**config.mk**
```make
export PLATFORM = sky130hd
export DESIGN_NAME = rtc_chain
export DESIGN_NICKNAME = d
export VERILOG_FILES = /design/src/rtl/rtc_pkg.sv /design/src/rtl/rtc_bcd_step.sv /design/src/rtl/rtc_hour_step.sv /design/src/rtl/rtc_chain.sv
export SDC_FILE = /design/constraint.sdc
export NUM_CORES = 1
export LEC_CHECK = 0
export BUFFER_PORTS_ARGS = -buffer_cell sky130_fd_sc_hd__buf_2
export CAP_MARGIN = 20
export CORE_ASPECT_RATIO = 2
export CORE_UTILIZATION = 45
export CTS_BUF_LIST = sky130_fd_sc_hd__clkbuf_4 sky130_fd_sc_hd__clkbuf_8 sky130_fd_sc_hd__clkbuf_16
export CTS_CLUSTER_SIZE = 8
export DETAILED_ROUTE_END_ITERATION = 10
export PLACE_DENSITY = 0.59
export SYNTH_ARGS = -nofsm -noshare
export SYNTH_HDL_FRONTEND = slang
export SYNTH_HIERARCHICAL = 1
export SYNTH_SLANG_ARGS = --single-unit
```
**constraint.sdc**
```tcl
create_clock -name clk -period 5.5 [get_ports clk]
set_clock_uncertainty 0.05 [all_clocks]
set_input_delay 1.1 -clock clk [delete_from_list [all_inputs] [get_ports clk]]
set_output_delay 1.1 -clock clk [all_outputs]
set_load 0.1 [all_outputs]
```
**src/rtl/rtc_pkg.sv**
```systemverilog
package rtc_pkg;

   typedef enum logic [2:0] {
      A_SEC   = 3'd0,
      A_MIN   = 3'd1,
      A_HOUR  = 3'd2,
      A_DOW   = 3'd3,
      A_DATE  = 3'd4,
      A_MONTH = 3'd5,
      A_YEAR  = 3'd6,
      A_CTRL  = 3'd7
   } reg_addr_e;

   // two-digit BCD year divisible by 4: (2*tens + ones) mod 4 == 0
   function automatic logic leap_year(input logic [7:0] yr);
      logic [1:0] s;
      s = {yr[4], 1'b0} + yr[1:0];
      return s == 2'b00;
   endfunction

   function automatic logic [5:0] month_last(input logic [4:0] mon, input logic leap);
      case (mon)
         5'h02:                      return leap ? 6'h29 : 6'h28;
         5'h04, 5'h06, 5'h09, 5'h11: return 6'h30;
         default:                    return 6'h31;
      endcase
   endfunction

endpackage

```
**src/rtl/rtc_bcd_step.sv**
```systemverilog
module rtc_bcd_step #(
   parameter int W = 8
) (
   input  logic [W-1:0] cur,
   input  logic         en,
   input  logic [W-1:0] top,
   input  logic [W-1:0] base,
   output logic [W-1:0] nxt,
   output logic         carry
);

   generate
      if (W < 3 || W > 8) begin : g_bad_w
         $error("rtc_bcd_step: W must lie in 3..8");
      end
   endgenerate

   logic [W-1:0] inc;

   generate
      if (W > 4) begin : g_two_digit
         localparam int HW = W - 4;
         assign inc = (cur[3:0] >= 4'd9) ? {cur[W-1:4] + HW'(1), 4'h0}
                                         : cur + W'(1);
      end else begin : g_one_digit
         assign inc = cur + W'(1);
      end
   endgenerate

   assign carry = en && (cur >= top);
   assign nxt   = !en ? cur : (carry ? base : inc);

endmodule

```
**src/rtl/rtc_hour_step.sv**
```systemverilog
module rtc_hour_step (
   input  logic [6:0] cur,
   input  logic       en,
   output logic [6:0] nxt,
   output logic       day_carry
);

   always_comb begin
      nxt       = cur;
      day_carry = 1'b0;
      if (en) begin
         if (!cur[6]) begin
            if (cur[5:0] >= 6'h23) begin
               nxt       = 7'h00;
               day_carry = 1'b1;
            end else if (cur[3:0] >= 4'd9) begin
               nxt = {1'b0, cur[5:4] + 2'd1, 4'h0};
            end else begin
               nxt = cur + 7'd1;
            end
         end else begin
            if (cur[4:0] >= 5'h12) begin
               nxt = {1'b1, cur[5], 5'h01};
            end else if (cur[4:0] == 5'h11) begin
               nxt       = {1'b1, ~cur[5], 5'h12};
               day_carry = cur[5];
            end else if (cur[3:0] >= 4'd9) begin
               nxt = {1'b1, cur[5], 5'h10};
            end else begin
               nxt = {1'b1, cur[5], cur[4:0] + 5'd1};
            end
         end
      end
   end

endmodule

```
**src/rtl/rtc_chain.sv**
```systemverilog
module rtc_chain
   import rtc_pkg::*;
#(
   parameter int DATA_W = 8,
   parameter int ADDR_W = 3
) (
   input  logic              clk,
   input  logic              rst_n,
   input  logic              tick,
   input  logic              wr_en,
   input  logic [ADDR_W-1:0] wr_addr,
   input  logic [DATA_W-1:0] wr_data,
   input  logic [ADDR_W-1:0] rd_addr,
   output logic [DATA_W-1:0] rd_data,
   output logic              stop_flag
);

   generate
      if (DATA_W != 8 || ADDR_W != 3) begin : g_bad_geom
         $error("rtc_chain: register map needs DATA_W=8 and ADDR_W=3");
      end
   endgenerate

   logic [6:0] sec_q, min_q, hour_q;
   logic [2:0] dow_q;
   logic [5:0] date_q;
   logic [4:0] mon_q;
   logic       cent_q;
   logic [7:0] year_q;
   logic       osc_off_q, stop_q;

   logic [6:0] sec_n, min_n, hour_n;
   logic [2:0] dow_n;
   logic [5:0] date_n, date_top;
   logic [4:0] mon_n;
   logic [7:0] year_n;
   logic       sec_c, min_c, day_c, dow_c, date_c, mon_c, year_c;

   reg_addr_e wr_sel;
   logic      time_wr, ctrl_wr, advance;

   assign wr_sel   = reg_addr_e'(wr_addr);
   assign ctrl_wr  = wr_en && (wr_sel == A_CTRL);
   assign time_wr  = wr_en && (wr_sel != A_CTRL);
   assign advance  = tick && !osc_off_q && !time_wr;
   assign date_top = month_last(mon_q, leap_year(year_q));

   rtc_bcd_step #(.W(7)) u_sec (
      .cur(sec_q), .en(advance), .top(7'h59), .base(7'h00),
      .nxt(sec_n), .carry(sec_c));

   rtc_bcd_step #(.W(7)) u_min (
      .cur(min_q), .en(sec_c), .top(7'h59), .base(7'h00),
      .nxt(min_n), .carry(min_c));

   rtc_hour_step u_hour (
      .cur(hour_q), .en(min_c), .nxt(hour_n), .day_carry(day_c));

   rtc_bcd_step #(.W(3)) u_dow (
      .cur(dow_q), .en(day_c), .top(3'd7), .base(3'd1),
      .nxt(dow_n), .carry(dow_c));

   rtc_bcd_step #(.W(6)) u_date (
      .cur(date_q), .en(day_c), .top(date_top), .base(6'h01),
      .nxt(date_n), .carry(date_c));

   rtc_bcd_step #(.W(5)) u_mon (
      .cur(mon_q), .en(date_c), .top(5'h12), .base(5'h01),
      .nxt(mon_n), .carry(mon_c));

   rtc_bcd_step #(.W(8)) u_year (
      .cur(year_q), .en(mon_c), .top(8'h99), .base(8'h00),
      .nxt(year_n), .carry(year_c));

   always_ff @(posedge clk or negedge rst_n) begin
      if (!rst_n) begin
         sec_q     <= 7'h00;
         min_q     <= 7'h00;
         hour_q    <= 7'h00;
         dow_q     <= 3'd1;
         date_q    <= 6'h01;
         mon_q     <= 5'h01;
         cent_q    <= 1'b0;
         year_q    <= 8'h00;
         osc_off_q <= 1'b0;
         stop_q    <= 1'b1;
      end else begin
         if (time_wr) begin
            case (wr_sel)
               A_SEC:   sec_q  <= wr_data[6:0];
               A_MIN:   min_q  <= wr_data[6:0];
               A_HOUR:  hour_q <= wr_data[6:0];
               A_DOW:   dow_q  <= wr_data[2:0];
               A_DATE:  date_q <= wr_data[5:0];
               A_MONTH: begin
                  cent_q <= wr_data[7];
                  mon_q  <= wr_data[4:0];
               end
               A_YEAR:  year_q <= wr_data;
               default: ;
            endcase
         end else if (advance) begin
            sec_q  <= sec_n;
            min_q  <= min_n;
            hour_q <= hour_n;
            dow_q  <= dow_n;
            date_q <= date_n;
            mon_q  <= mon_n;
            year_q <= year_n;
            cent_q <= cent_q ^ year_c;
         end
         if (ctrl_wr) osc_off_q <= wr_data[7];
         if (osc_off_q)                    stop_q <= 1'b1;
         else if (ctrl_wr && !wr_data[0])  stop_q <= 1'b0;
      end
   end

   always_comb begin
      case (reg_addr_e'(rd_addr))
         A_SEC:   rd_data = {1'b0, sec_q};
         A_MIN:   rd_data = {1'b0, min_q};
         A_HOUR:  rd_data = {1'b0, hour_q};
         A_DOW:   rd_data = {5'b0, dow_q};
         A_DATE:  rd_data = {2'b0, date_q};
         A_MONTH: rd_data = {cent_q, 2'b0, mon_q};
         A_YEAR:  rd_data = year_q;
         default: rd_data = {osc_off_q, 6'b0, stop_q};
      endcase
   end

   assign stop_flag = stop_q;


   osc_hold_chk: assert property (@(posedge clk) disable iff (!rst_n)
      (osc_off_q && !wr_en) |=> ($stable(sec_q) && $stable(min_q) && $stable(year_q)));


   stop_set_chk: assert property (@(posedge clk) disable iff (!rst_n)
      osc_off_q |=> stop_flag);


   wr_prio_chk: assert property (@(posedge clk) disable iff (!rst_n)
      (wr_en && wr_addr == 3'd0) |=> (sec_q == $past(wr_data[6:0])));


   century_chk: assert property (@(posedge clk) disable iff (!rst_n)
      (!$past(wr_en) && $past(year_q) == 8'h99 && year_q == 8'h00) |-> (cent_q != $past(cent_q)));


   dow_wrap_chk: assert property (@(posedge clk) disable iff (!rst_n)
      dow_c |=> (dow_q == 3'd1));


   sec_step_chk: assert property (@(posedge clk) disable iff (!rst_n)
      ($past(tick) && !$past(osc_off_q) && !$past(wr_en) && $past(sec_q) == 7'h05) |-> (sec_q == 7'h06));

endmodule

```
**After elaboration in Yosys (flattened, before gate mapping)**

Index checks and enable logic that the tools add are counted.

- Bits in registers: 46
- Output and inout bits: 9

- Add/sub/neg operators: 15
- Magnitude comparators: 14
- Equal/unequal tests: 29
- Multiplexer cells: 57
- Bitwise gates (word level): 2
- Reductions and logical operators: 34

Operator list:

| operator | number |
|---|---|
| $mux W7 | 20 |
| $pmux W8 S7 | 1 |
| $mux W8 | 6 |
| $mux W6 | 6 |
| $mux W5 | 7 |
| $ge A4 B4 Y1 const B | 6 |
| $add A7 B1 Y7 const B | 3 |
| $eq A3 B3 Y1 const B | 7 |
| $reduce_and A3 Y1 | 6 |
| $mux W3 | 5 |
| $ge A7 B7 Y1 const B | 2 |
| $ne A2 B1 Y1 const B | 7 |
| $reduce_bool A2 Y1 | 7 |
| $eq A3 B2 Y1 const B | 4 |
| $logic_and A1 B1 Y1 | 11 |
| $mux W1 | 11 |
| $add A5 B1 Y5 const B | 2 |
| $eq A5 B3 Y1 const B | 2 |
| $eq A5 B5 Y1 const B | 2 |
| $ge A5 B5 Y1 const B | 2 |
| $pmux W5 S2 | 1 |
| $add A3 B1 Y3 const B | 3 |
| $add A8 B1 Y8 const B | 1 |
| $ge A8 B8 Y1 const B | 1 |
| other kinds (21) | 28 |

**Depth between registers and ports, before layout**

Gate-level depths: netlist of run 1.

- Depth after elaboration: 14
- Mapped depth: 19

**Modules after synthesis**

The synthesis of run 1 kept the hierarchy.

Modules (own cells, without submodules):

| module | instances | cells each | area an instance (µm²) |
|---|---|---|---|
| rtc_chain | 1 | 306 | 2,922.8 |
| rtc_bcd_step (u_min ...) | 2 | 64 | 479.2 |
| rtc_bcd_step (u_year) | 1 | 77 | 578.1 |
| rtc_bcd_step (u_date) | 1 | 56 | 410.4 |
| rtc_hour_step | 1 | 54 | 405.4 |
| rtc_bcd_step (u_mon) | 1 | 51 | 336.6 |
| rtc_bcd_step (u_dow) | 1 | 25 | 181.4 |

**Least setup slack after synthesis of run 1**

OpenSTA, ideal clock, no wires.

- Kind: input-to-output
- From: input rd_addr[2]
- To: output rd_data[6]
- Data arrival time: 3.744 ns
- Path slack: 0.606 ns
- Cell stages on the path: 3
- Buffers on the path: 1
- Path through: clkbuf_1 > nand2_1 > o32ai_1

- Longest elaborated chain between the ends: 2
- Elaborated cells between the ends (all ways): 8
- Classes of those cells: 6 x eq/ne; 1 x mux; 1 x reduce/logical

Ends and longest elaborated chain:

| what | RTL line | text |
|---|---|---|
| start, declared | rtc_chain.sv:13 | `input logic [ADDR_W-1:0] rd_addr,` |
| $eq A3 B3 Y1, or another cell as far along | rtc_chain.sv:119 | `case (reg_addr_e'(rd_addr))` |
| $pmux W8 S7 (*) | rtc_chain.sv:119 |  |
| end, declared | rtc_chain.sv:14 | `output logic [DATA_W-1:0] rd_data,` |

Every way passes the cells marked *; elsewhere a longest branch is shown, timed or not.

**Final worst setup path of run 1**

- From: input wr_addr[0]
- To: register year_q[2]

- Longest elaborated chain between the ends: 14
- Elaborated cells between the ends (all ways): 19
- Classes of those cells: 3 x eq/ne; 5 x mux; 11 x reduce/logical

Ends and longest elaborated chain:

| what | RTL line | text |
|---|---|---|
| start, declared | rtc_chain.sv:11 | `input logic [ADDR_W-1:0] wr_addr,` |
| $ne A3 B3 Y1 | rtc_chain.sv:44 | `assign time_wr = wr_en && (wr_sel != A_CTRL);` |
| $logic_and A1 B1 Y1 | rtc_chain.sv:44 |  |
| $logic_not A1 Y1 | rtc_chain.sv:45 | `assign advance = tick && !osc_off_q && !time_wr;` |
| $logic_and A1 B1 Y1 | rtc_chain.sv:45 |  |
| named net advance | rtc_chain.sv:40 | `logic time_wr, ctrl_wr, advance;` |
| $logic_and A1 B1 Y1 | rtc_bcd_step.sv:30 | `assign carry = en && (cur >= top);` |
| named net sec_c | rtc_chain.sv:37 | `logic sec_c, min_c, day_c, dow_c, date_c, mon_c, year_c;` |
| $logic_and A1 B1 Y1 | rtc_bcd_step.sv:30 |  |
| named net min_c | rtc_chain.sv:37 |  |
| [... 1 more ...] | -- |  |
| named net day_c | rtc_chain.sv:37 |  |
| [... 1 more ...] | -- |  |
| named net date_c | rtc_chain.sv:37 |  |
| $logic_and A1 B1 Y1 | rtc_bcd_step.sv:30 |  |
| named net mon_c | rtc_chain.sv:37 |  |
| $logic_and A1 B1 Y1 | rtc_bcd_step.sv:30 |  |
| $mux W8 (2 in a row) | rtc_bcd_step.sv:31 | `assign nxt = !en ? cur : (carry ? base : inc);` |
| named net year_n[2] | rtc_chain.sv:36 | `logic [7:0] year_n;` |
| $mux W8 | rtc_chain.sv:102 | `end else if (advance) begin` |
| $mux W8 | rtc_chain.sv:88 | `if (time_wr) begin` |
| end signal, assigned | rtc_chain.sv:99 | `A_YEAR: year_q <= wr_data;` |
| end signal, assigned | rtc_chain.sv:109 | `year_q <= year_n;` |
| end, declared | rtc_chain.sv:29 | `logic [7:0] year_q;` |

The timed path passes the listed nets, and every way through them passes these cells. The select of a mux whose other input is x is not followed.
A chain may end at the register's enable or synchronous reset.

==> flow_metrics.py, run 1 <==
metrics = {
    "synthesis": {
        "syn_inst": 696,
        "synth_area_per_cell_sq_um": 8.31,
        "synth_warnings": 6,
        "synthesis.area_sq_mm": 0.00579,
    },
    "drt": {
        "drt_wl_total_um": 15700,
        "viasPerCell": 5.59,
        "first_pass_iters": 5,
        "ant_nets": 0,
        "vias": 5107,
        "drc": 0,
        "dr.first_iter.drc_count": 271,
        "wl_per_cell_um": 17.2,
    },
    "die": {
        "coreArea_sq_mm": 0.0126,
        "io_pins": 27,
        "dieArea_sq_mm": 0.0133,
        "fp.dieW_um": 82.2,
        "die_height_um": 162,
        "initial_core_util_pct": 46.1,
        "rows": 58,
    },
    "sta": {
        "min_period_ns": 4.31,
        "max_slew_margin_pct": 55.0,
        "rsz0062_at_grt": "false",
        "drv_slew": 0,
        "fmax_ghz": 0.232,
        "finalSetupTns_ns": 0,
        "worstMarginPinSlew_ns": 0.675,
        "final_hold_viol_count": 0,
        "setup_violations": 0,
        "fin_crit_sh_pct": 78.5,
    },
    "clocking": {
        "ctsHoldBuffers": 0,
        "cts_resized": 0,
        "clk_pin_slew_worst_paths_ns": 0.07,
        "clock_path_buffers": 2,
        "numClockSinks": 46,
        "cts_root_buf": "clkbuf_16",
        "cts_setup_buffers": 0,
        "clock_latency_ns": 0.30,
        "cts_made_buffers": 5,
        "cts_tree": "done",
        "htree_levels": 2,
    },
    "power": {
        "fin_total_pwr_mw": 2.68,
        "powerDensity_mw_per_mm2": 429,
        "vdd_ir_drop_max_v": 0.000238,
        "leakage_nw": 3.06,
    },
    "worst_setup_path": {
        "cp.required_ns": 5.68,
        "endpoint_kind": "flop",
        "cp_common_cell": "and2_1",
        "worstPathArrival_ns": 4.49,
        "start_kind": "input pin",
        "worstPathCellList": "buf_2, nand3_4, a21oi_4, and2_1, buf_4, and2_1, nand2_1, nor2_1, and2_1, and2_1, and4_1, o21ai_0, o221ai_1, a21oi_1, a21oi_1",
        "critPathMaxStageDelay_ns": 0.57,
        "timing.critical_path.buf_inv": 2,
        "critPathTopFamily": "simple AND/OR/NAND/NOR gates",
        "crit_type": "input pin to flop",
        "cp_max_fo": 19,
        "slowest_stage": "and2_1",
    },
    "cells_and_area": {
        "fin_nets": 842,
        "drive_gt1_share_pct": 11.0,
        "antennaDiodeCount": 0,
        "area_growth_pct": 8.28,
    },
    "place": {
        "dp_hpwl_um": 11900,
        "place.port_buffers": 26,
        "gp_congestion": 0.846,
    },
    "worst_hold_path": {
        "hp-class": "flop to flop",
    },
    "job": {
        "drv_cap": 0,
    },
    "grt": {
        "grt_pass1_vias": 4962,
        "grt_util_all_layers_pct": 25.5,
        "grt_pass1_wl_um": 25500,
        "grt_antenna_before_repair": 0,
        "gr-total-overflow": 0,
        "grt_max_degree": 47,
    },
    "status": {
        "outcome": "finished clean",
    },
}
-- placed cells by master (no fill, tap or decap), types with 5 or more instances in the layout --
| cell type | n |
|---|---|
| inv_1 | 91 |
| a21oi_1 | 83 |
| conb_1 | 69 |
| ha_1 | 62 |
| mux2i_1 | 52 |
| nor2_1 | 45 |
| dfrtp_1 | 42 |
| nand2_1 | 39 |
| buf_2 | 26 |
| o21ai_0 | 22 |
| nand3_1 | 18 |
| a22oi_1 | 12 |
| a31oi_1 | 10 |
| nand2b_1 | 10 |
| and3_1 | 9 |
| o221ai_1 | 8 |
| or3_1 | 8 |
| nor2b_1 | 7 |
| o21a_1 | 7 |
| o22ai_1 | 6 |
| a21o_1 | 6 |
| and2_1 | 6 |
| nor3_1 | 5 |
| nand3b_1 | 5 |
| nand2b_4 | 5 |
| clkbuf_16 | 5 |
| o31ai_1 | 5 |
| a211oi_1 | 5 |
| a2bb2oi_1 | 5 |
-- routing by layer --
metal  vias up  global-route usage, %  wire length, um
met3        34                   2.07              403
met1      2427                   28.0             6150
met4         0                   14.8              850
met5         -                      0                0
met2        97                   45.9             8350
li1       2549                      -                -
-- sequential cells by signal (all words and copies together), names as in the netlist, 3 cells and up --
signal,flops
year_q,8
hour_q,7
min_q,7
sec_q,7
date_q,6
mon_q,5
dow_q,3
-- worst min-delay path: cells and delay by family, from the launching register on --
family | cells | cell delay (ns)
multiplexers | 1 | 0.07
buffers and inverters | 1 | 0.06
flip-flops | 1 | 0.41
-- layout make-up --
| type | count | area, sq um |
|---|---|---|
| clock buffers | 5 | 125 |
| fillers | 1273 | 6290 |
| clock inverters | 3 | 40.0 |
| inverters | 91 | 342 |
| well taps | 150 | 188 |
| flip-flops and latches | 46 | 1160 |
| repair buffers | 30 | 160 |
| multi-input cells | 588 | 4250 |
-- worst paths after layout --
kind | from | to | slack [ns] | cells after the start
worst max-delay path | wr_addr[0] | year_q[2]$_DFFE_PN0P_ | 1.19 | 15
worst min-delay path | date_q[0]$_DFFE_PN1P_ | date_q[0]$_DFFE_PN1P_ | 0.50 | 2
worst max register to register | sec_q[0]$_DFFE_PN0P_ | year_q[2]$_DFFE_PN0P_ | 1.28 | 17
worst min register to register | date_q[0]$_DFFE_PN1P_ | date_q[0]$_DFFE_PN1P_ | 0.50 | 2
max in group asynchronous | rst_n | dow_q[1]$_DFFE_PN0P_ | 4.07 | 2
min in group asynchronous | rst_n | year_q[7]$_DFFE_PN0P_ | 0.85 | 2
-- stage by stage --
| step | std cells | area (sq um) | hold WS, ns | worst slack, ns | util (%) |
|---|---|---|---|---|---|
| finish | 913 | 6260 | 0.497 | 1.19 | 49.9 |
| global placement | 905 | 6100 | 0.463 | 1.01 | 48.6 |
| floorplan | 763 | 6040 | 0.427 | 0.606 | - |
| CTS | 913 | 6260 | 0.492 | 1.19 | 49.9 |
| detailed placement | 905 | 6100 | 0.481 | 0.887 | 48.6 |
| global route | 913 | 6260 | 0.521 | 0.743 | 49.9 |
-- power by group --
group / switching [mW] / total (mW) / leakage (nW) / internal, mW
Combinational: 0.887 / 1.53 / 2.44 / 0.647
Clock: 0.146 / 0.359 / 0.0836 / 0.213
Sequential: 0.317 / 0.792 / 0.533 / 0.474
No activity file was read; power rests on OpenSTA's default activity.
==> inputs of run 2 (changes only) <==
Clock period 5.5 ns to 4.2 ns, I/O delays scaled along.
==> run 2 against run 1 <==
Net effect: wire length rose by 1.8%; flip-flop and latch count did not move; non-clock buffer count rose by 7; sequential share of layout area fell by 0.23 points; clock power rose by 32%; total power rose by 33%; combinational power rose by 36%; register-to-register slack got worse by 0.66 ns; via count rose by 0.29%; critical endpoint is now year_q[7]$_DFFE_PN0P_.
==> flow_metrics.py, run 2 (synthesis gave the netlist of run 1 again) <==
metrics = {
    "grt": {
        "gr-total-overflow": 0,
        "grt_antenna_before_repair": 0,
        "grt_pass1_wl_um": 26000,
        "grt_max_degree": 45,
        "grt_pass1_vias": 5112,
        "grt_util_all_layers_pct": 25.8,
    },
    "drt": {
        "wl_per_cell_um": 17.4,
        "dr.first_iter.drc_count": 238,
        "drt_wl_total_um": 16000,
        "first_pass_iters": 4,
        "ant_nets": 0,
        "vias": 5122,
        "viasPerCell": 5.57,
        "drc": 0,
    },
    "cells_and_area": {
        "final_cell_mix": "91 x inv_1, 83 x a21oi_1, 69 x conb_1, 62 x ha_1, 52 x mux2i_1",
        "antennaDiodeCount": 0,
        "largest_reg_flops": 8,
        "drive_gt1_share_pct": 11.9,
        "final_core_util_pct": 50.5,
        "regMostFlops": "year_q",
        "area_growth_pct": 9.62,
        "mostFrequentLayoutCell": "inv_1",
        "fin_cells": 920,
        "stdcell_area_sq_mm": 0.00634,
        "fin_nets": 849,
    },
    "sta": {
        "finalSetupTns_ns": 0,
        "setup_violations": 0,
        "drv_slew": 0,
        "rsz0062_at_grt": "false",
        "final_hold_viol_count": 0,
        "layout_setup_ws_ns": 0.622,
        "fin_crit_sh_pct": 85.2,
        "min_period_ns": 3.58,
        "max_slew_margin_pct": 52.5,
        "worstMarginPinSlew_ns": 0.708,
        "fmax_ghz": 0.280,
        "hold_slack_ns": 0.488,
    },
    "clocking": {
        "cts_tree": "done",
        "ctsHoldBuffers": 0,
        "clk_pin_slew_worst_paths_ns": 0.07,
        "cts_root_buf": "clkbuf_16",
        "numClockSinks": 46,
        "cts_resized": 0,
        "clock_path_buffers": 2,
        "cts_setup_buffers": 0,
        "htree_levels": 2,
        "cts_made_buffers": 5,
        "clock_latency_ns": 0.29,
    },
    "die": {
        "fp.dieW_um": 82.2,
        "initial_core_util_pct": 46.1,
        "dieArea_sq_mm": 0.0133,
        "io_pins": 27,
        "die_height_um": 162,
        "coreArea_sq_mm": 0.0126,
        "rows": 58,
    },
    "worst_setup_path": {
        "timing.critical_path.buf_inv": 2,
        "slowest_stage": "o21ai_2",
        "critPathMaxStageDelay_ns": 0.54,
        "r2r_start": "sec_q[0]$_DFFE_PN0P_",
        "cp-startpoint": "sec_q[0]$_DFFE_PN0P_",
        "endpoint_kind": "flop",
        "worstPathArrival_ns": 3.75,
        "cp.required_ns": 4.37,
        "cp_max_fo": 15,
        "cp_common_cell": "and2_1",
        "crit_type": "flop to flop",
        "critPathTopFamily": "compound AO/OA/AOI/OAI gates",
        "worstPathCellList": "inv_1, ha_1, nand2b_4, a2111oi_4, o21ai_2, and2_1, and2_1, nand2_1, nor2_1, and2_1, and2_1, buf_4, a21boi_0, a2bb2oi_1, mux2i_1, a21oi_1",
        "start_kind": "flop",
    },
    "power": {
        "powerDensity_mw_per_mm2": 562,
        "combPwrFrac_pct": 58.3,
        "p_sw_mw": 1.78,
        "vdd_ir_drop_max_v": 0.000376,
        "fin_total_pwr_mw": 3.57,
        "leakage_nw": 3.10,
        "p_int_mw": 1.79,
        "seqPwrFrac_pct": 28.4,
        "switching_share_pct": 50.0,
        "clkPwrFrac_pct": 13.3,
    },
    "place": {
        "placed_cells": 912,
        "gp_congestion": 0.933,
        "place.port_buffers": 26,
        "post-place-ws_ns": 0.654,
        "dp_hpwl_um": 12400,
        "placed_area_sq_mm": 0.00617,
    },
    "worst_hold_path": {
        "hp-class": "input pin to asynchronous set/reset pin",
    },
    "job": {
        "drv_cap": 0,
    },
    "status": {
        "outcome": "finished clean",
    },
}
## run 2: changes by cell type in the layout (fill, tap and decap cells not counted), sizes merged
cell | previous run | this run
buf | 30 | 37
clkbuf | 5 | 7
clkinv | 2 | 0
## run 2: layout make-up
type / instances / area (sq um)
fill: 1272 / 6210
multi-input combinational: 588 / 4260
sequential: 46 / 1160
inverter: 91 / 342
timing repair buffer: 37 / 225
tap: 150 / 188
clock buffer: 7 / 140
clock inverter: 1 / 30.0
## run 2: per-layer routing
metal / routed length [um] / vias to the layer above / part of all wire (%) / GRT usage, %
li1: - / 2563 / - / -
met1: 6060 / 2440 / 38 / 27.4
met2: 9070 / 90 / 57 / 50.0
met5: 0 / - / 0 / 0
met3: 354 / 29 / 2.2 / 1.74
met4: 546 / 0 / 3.4 / 10.1
## run 2: power groups by stage
stage / clock (mW) / sequential, mW / combinational [mW]
2_1_floorplan: 0 / 0.876 / 1.73
3_3_place_gp: 0 / 1.01 / 2.00
3_5_place_dp: 0 / 1.02 / 2.06
4_1_cts: 0.479 / 1.01 / 2.07
5_1_grt: 0.502 / 1.05 / 2.31
6_report: 0.475 / 1.01 / 2.08
## run 2: worst paths after layout
kind                                    endpoint  slack [ns]  cells after the start
hold / removal              sec_q[4]$_DFFE_PN0P_        0.49                      1
setup reg to reg           year_q[7]$_DFFE_PN0P_        0.62                     16
max in group asynchronous   mon_q[0]$_DFFE_PN1P_        2.99                      2
setup / recovery           year_q[7]$_DFFE_PN0P_        0.62                     16
min in group clk           date_q[0]$_DFFE_PN1P_        0.49                      2
hold reg to reg            date_q[0]$_DFFE_PN1P_        0.49                      2
